--- src/rtl/uart_irq_ctrl.sv ---
module uart_irq_ctrl #(
  parameter int CHANNEL = 0,
  parameter int CNT_W   = 8
) (
  input  logic             clk,
  input  logic             rst_n,
  input  logic             set_rx,
  input  logic             set_err,
  input  logic             set_txb,
  input  logic             set_modem,
  input  logic             fifo_en,
  input  logic [2:0]       tx_trig,
  input  logic [CNT_W-1:0] tx_count,
  input  logic             wr_en,
  input  logic [1:0]       wr_sel,
  input  logic [3:0]       wr_data,
  output logic [3:0]       src_flags,
  output logic [3:0]       mask_q,
  output logic [3:0]       pend,
  output logic             irq
);

  localparam int STEP  = (CHANNEL == 0) ? 32 :
                         (CHANNEL == 1 || CHANNEL == 4) ? 8 :
                         (CHANNEL == 2 || CHANNEL == 3) ? 2 : 0;
  localparam int THR_W = CNT_W + 6;

  localparam logic [1:0] SEL_SRC  = 2'd0;
  localparam logic [1:0] SEL_PEND = 2'd1;
  localparam logic [1:0] SEL_MASK = 2'd2;

  logic [THR_W-1:0] thr;
  logic             tx_level;
  logic [3:0]       set_vec;
  logic [3:0]       clr_vec;
  logic [3:0]       src_q;
  logic [3:0]       msk_q;

  assign thr      = THR_W'(tx_trig) * THR_W'(STEP);
  assign tx_level = fifo_en && (THR_W'(tx_count) <= thr);
  assign set_vec  = {set_modem, set_txb | tx_level, set_err, set_rx};
  assign clr_vec  = (wr_en && (wr_sel == SEL_SRC || wr_sel == SEL_PEND)) ? wr_data : 4'b0;

  always_ff @(posedge clk or negedge rst_n) begin
    if (!rst_n) begin
      src_q <= 4'b0;
      msk_q <= 4'b0;
    end else begin
      src_q <= (src_q & ~clr_vec) | set_vec;
      if (wr_en && wr_sel == SEL_MASK)
        msk_q <= wr_data;
    end
  end

  assign src_flags = src_q;
  assign mask_q    = msk_q;
  assign pend      = src_q & ~msk_q;
  assign irq       = |pend;


  src_set_wins_chk: assert property (@(posedge clk) disable iff (!rst_n)
    (|set_vec) |=> ((src_q & $past(set_vec)) == $past(set_vec)));


  src_clear_chk: assert property (@(posedge clk) disable iff (!rst_n)
    (|(clr_vec & ~set_vec)) |=> ((src_q & $past(clr_vec & ~set_vec)) == 4'b0));


  mask_load_chk: assert property (@(posedge clk) disable iff (!rst_n)
    (wr_en && wr_sel == SEL_MASK) |=> (msk_q == $past(wr_data)));


  irq_unmasked_set_chk: assert property (@(posedge clk) disable iff (!rst_n)
    ((|(set_vec & ~msk_q)) && !(wr_en && wr_sel == SEL_MASK)) |=> irq);


  tx_level_chk: assert property (@(posedge clk) disable iff (!rst_n)
    (fifo_en && (THR_W'(tx_count) <= thr)) |=> src_q[2]);


  no_spurious_rise_chk: assert property (@(posedge clk) disable iff (!rst_n)
    1'b1 |=> ((src_q & ~$past(src_q) & ~$past(set_vec)) == 4'b0));

endmodule

--- config.mk ---
export PLATFORM = sky130hd
export DESIGN_NAME = uart_irq_ctrl
export DESIGN_NICKNAME = d
export VERILOG_FILES = /design/src/rtl/uart_irq_ctrl.sv
export SDC_FILE = /design/constraint.sdc
export NUM_CORES = 1
export LEC_CHECK = 0
export BUFFER_PORTS_ARGS = -buffer_cell sky130_fd_sc_hd__buf_2
export CORE_MARGIN = 3
export CORE_UTILIZATION = 25
export DETAILED_ROUTE_END_ITERATION = 10
export PLACE_DENSITY_LB_ADDON = 0.25
export RECOVER_POWER = 25
export SLEW_MARGIN = 20
export SYNTH_ARGS = -nofsm -noshare
export SYNTH_HDL_FRONTEND = slang
export SYNTH_SLANG_ARGS = --single-unit
--- constraint.sdc ---
create_clock -name clk -period 3.3 [get_ports clk]
set_input_delay 0.495 -clock clk [delete_from_list [all_inputs] [get_ports clk]]
set_output_delay 0.495 -clock clk [all_outputs]
set_load 0.01 [all_outputs]
==> impl_metrics.csv <==
group,metric,value,unit
sta,period_share,0.587,
worst_setup_path,worstSetupEndpointType,"primary output",
power,net-switching-power,77.5,uW
route,detail-route-antenna-nets,0,
die,total_die_area,2240,sq um
sta,finalWorstPathRequiredPeriod,1.94,ns
global_routing,met1_usage,0.138,
finish,layout.nets,108,
power,sw_frac_of_total,0.285,
synthesis,proportion_of_netlist_area_held_by_the_largest_area_contributor,0.468,
sta,achievable-frequency,0.517,GHz
sta,post-route-worst-setup-slack,1.36,ns
die,die_h,47.4,microns
sta,finClkSkew,0,ns
clock_tree,path_clk_slew,0.05,ns
die,rows,14,
power,total_power,272,uW
route,dr.first_iter.drc_count,2,
clock_tree,ctsHoldBuffers,0,
sta,worst_slew_margin,0.697,
synthesis,postSynthNetCount,66,
die,initial_core_util,0.274,
synthesis,register_area_share_after_synthesis,0.468,
clock_tree,ctsHtreeMaxLevel,1,
finish,drive_above_1_share,0.551,
finish,layout.cells.non_filler,94,
route,drcViolationCount,0,
sta,final-max-slew-violation-count,0,
placement,place.detailed.instances,91,
clock_tree,insertion_delay,0.24,ns
power,p_per_cell_area,416,nW/um^2
synthesis,ys_seq_elements,8,
finish,top_library_cells_by_usage_in_the_layout_fill_and_taps_aside,"buf_2, dfrtp_1, nor2b_1, nand2_1, mux2_2",
synthesis,yosys_warnings,0,
synthesis,syn-cell-area,428,sq um
finish,num_antenna_cells,0,
sta,worstMarginPinSlew,0.455,ns
clock_tree,number_of_buffers_inserted_during_clock_tree_synthesis,3,
sta,setup-violations-final,0,
die,core_region_area,1560,sq um
power,power_report.internal_total,195,uW
route,post_drt_wl_per_cell,11.5,microns
global_routing,grt_use_met3,0.0383,
route,route.final.wire_length,1.08,mm
placement,place_congestion,0.678,
route,dr_total_vias,446,
route,detail_route.vias_per_cell,4.74,
synthesis,top_cells_by_area_synth,"dfrtp_1, mux2_2, ha_1",
global_routing,first_global_vias,392,
worst_setup_path,worst-path-max-fanout,3,
job,max_cap_viol_count,0,
power,combPwrFrac,0.301,
finish,layout-area-overhead-vs-synth,52.9,%
worst_setup_path,timing.critical_path.required,2.80,ns
clock_tree,clock_sinks,8,
placement,post_dp_hpwl,938,microns
clock_tree,clk_path_buf_depth,2,
global_routing,antenna_found_initial,0,
clock_tree,postCtsResizedCells,0,
die,fp.dieW,47.4,microns
global_routing,wire_length_of_the_first_global_routing_pass,1.58,mm
synthesis,synth_top_cell_by_area,"dfrtp_1",
worst_setup_path,start_kind,"flop",
finish,final_common_cell,"buf_2",
synthesis,synth_cell_type_count,14,
global_routing,gr-max-usage-layer,"met2",
worst_setup_path,critical_path_class,"flop to primary output",
route,drt_pre_antenna_iters,2,
synthesis,postSynthAreaPerCell,11.3,sq um
clock_tree,cts_post_setup_buffers_inserted,0,
power,ir_worst_vdd,168,uV
power,share_clk_of_total_power,0.266,
sta,hold_violations,0,
hold_path,hold_path_class,"input port to asynchronous set/reset pin",
worst_setup_path,cp_data_arrival_time,1.44,ns
clock_tree,clockRootBuffer,"clkbuf_4",
sta,grt_setup_unrepaired,"false",
global_routing,grt_use_total,0.0991,
die,design.portCount,38,
status,outcome,"finished clean",
global_routing,use_met2,0.147,
sta,final.setup.tns,0,ns
placement,buffer_ports.inserted,37,
synthesis,synth_cells,38,
global_routing,pin_count_of_the_biggest_net_entering_global_routing,9,
power,power.sequential.fraction,0.433,
placement,place_ws,1.59,ns
global_routing,grt.overflow.total,0,
power,power.static_leakage,0.000333,uW
clock_tree,tritoncts,"done",
-- per-layer routing --
layer | part of all wire | up-vias | wire, microns
met2 | 0.47 | 18 | 507
met3 | 0.098 | 0 | 106
met4 | 0 | 0 | 0
li1 | - | 218 | -
met5 | 0 | - | 0
met1 | 0.43 | 210 | 470
-- area by class of cell --
cell class / instances / area, sq um
Tap cell: 16 / 20.0
Timing Repair Buffer: 37 / 184
Clock buffer: 3 / 22.5
Inverter: 3 / 11.3
Fill cell: 159 / 905
Sequential cell: 8 / 200
Multi-Input combinational cell: 27 / 216
-- per-stage QoR --
| step | utilization | cell area, sq um | hold slack, ns |
|---|---|---|---|
| 2_1_floorplan | - | 428 | 0.199 |
| 3_3_place_gp | 0.406 | 633 | 0.348 |
| 3_5_place_dp | 0.406 | 633 | 0.351 |
| 4_1_cts | 0.421 | 656 | 0.0827 |
| 5_1_grt | 0.420 | 654 | 0.191 |
| 6_report | 0.420 | 654 | 0.167 |
-- power by group through the flow --
stage               clock network [uW]  logic, uW  registers, uW
global placement                     0       82.2            120
CTS                               76.9       83.7            118
detailed placement                   0       83.5            120
finish                            72.4       81.9            118
global route                      81.2       92.5            120
floorplan                            0       34.2            125
-- final timing paths --
path	start	end	slack (ns)	cells after the start
max in group asynchronous	rst_n	mask_q[2]$_DFFE_PN0P_	2.82	1
worst min-delay path	rst_n	src_flags[0]$_DFF_PN0_	0.17	1
worst min register to register	src_flags[3]$_DFF_PN0_	src_flags[3]$_DFF_PN0_	0.49	1
min in group clk	set_err	src_flags[1]$_DFF_PN0_	0.42	2
worst max-delay path	src_flags[2]$_DFF_PN0_	irq	1.36	3
worst max register to register	src_flags[2]$_DFF_PN0_	src_flags[2]$_DFF_PN0_	2.47	1
-- flip-flops by register name (all words and copies together), names as in the netlist --
register / flops
mask_q: 4
src_flags: 4
-- critical path, stage by stage (launching register included) --
cell     delay (ns)
dfrtp_1        0.39
nor2b_1        0.15
or4_1          0.50
buf_2          0.15
-- Yosys cell counts --
library cell and count:
or4_1 1, nand3b_1 2, nand2_1 4, nor4b_1 1, nor2b_1 5, inv_1 3
dfrtp_1 8, nor4bb_1 1, a21oi_1 1, mux2_2 4, a22o_1 1, a21o_1 3
ha_1 3, a221o_1 1
-- cells by family (layout without fill, tap and decap cells) --
| kind of cell | count (synthesis) | in the layout | share of synthesized area |
|---|---|---|---|
| simple gates | 14 | 14 | 0.205 |
| flops | 8 | 8 | 0.468 |
| compound gates | 6 | 6 | 0.108 |
| mux | 4 | 4 | 0.105 |
| fa+ha+maj | 3 | 3 | 0.0877 |
| buf+inv | 3 | 43 | 0.0263 |
No activity file was read; power rests on OpenSTA's default activity.
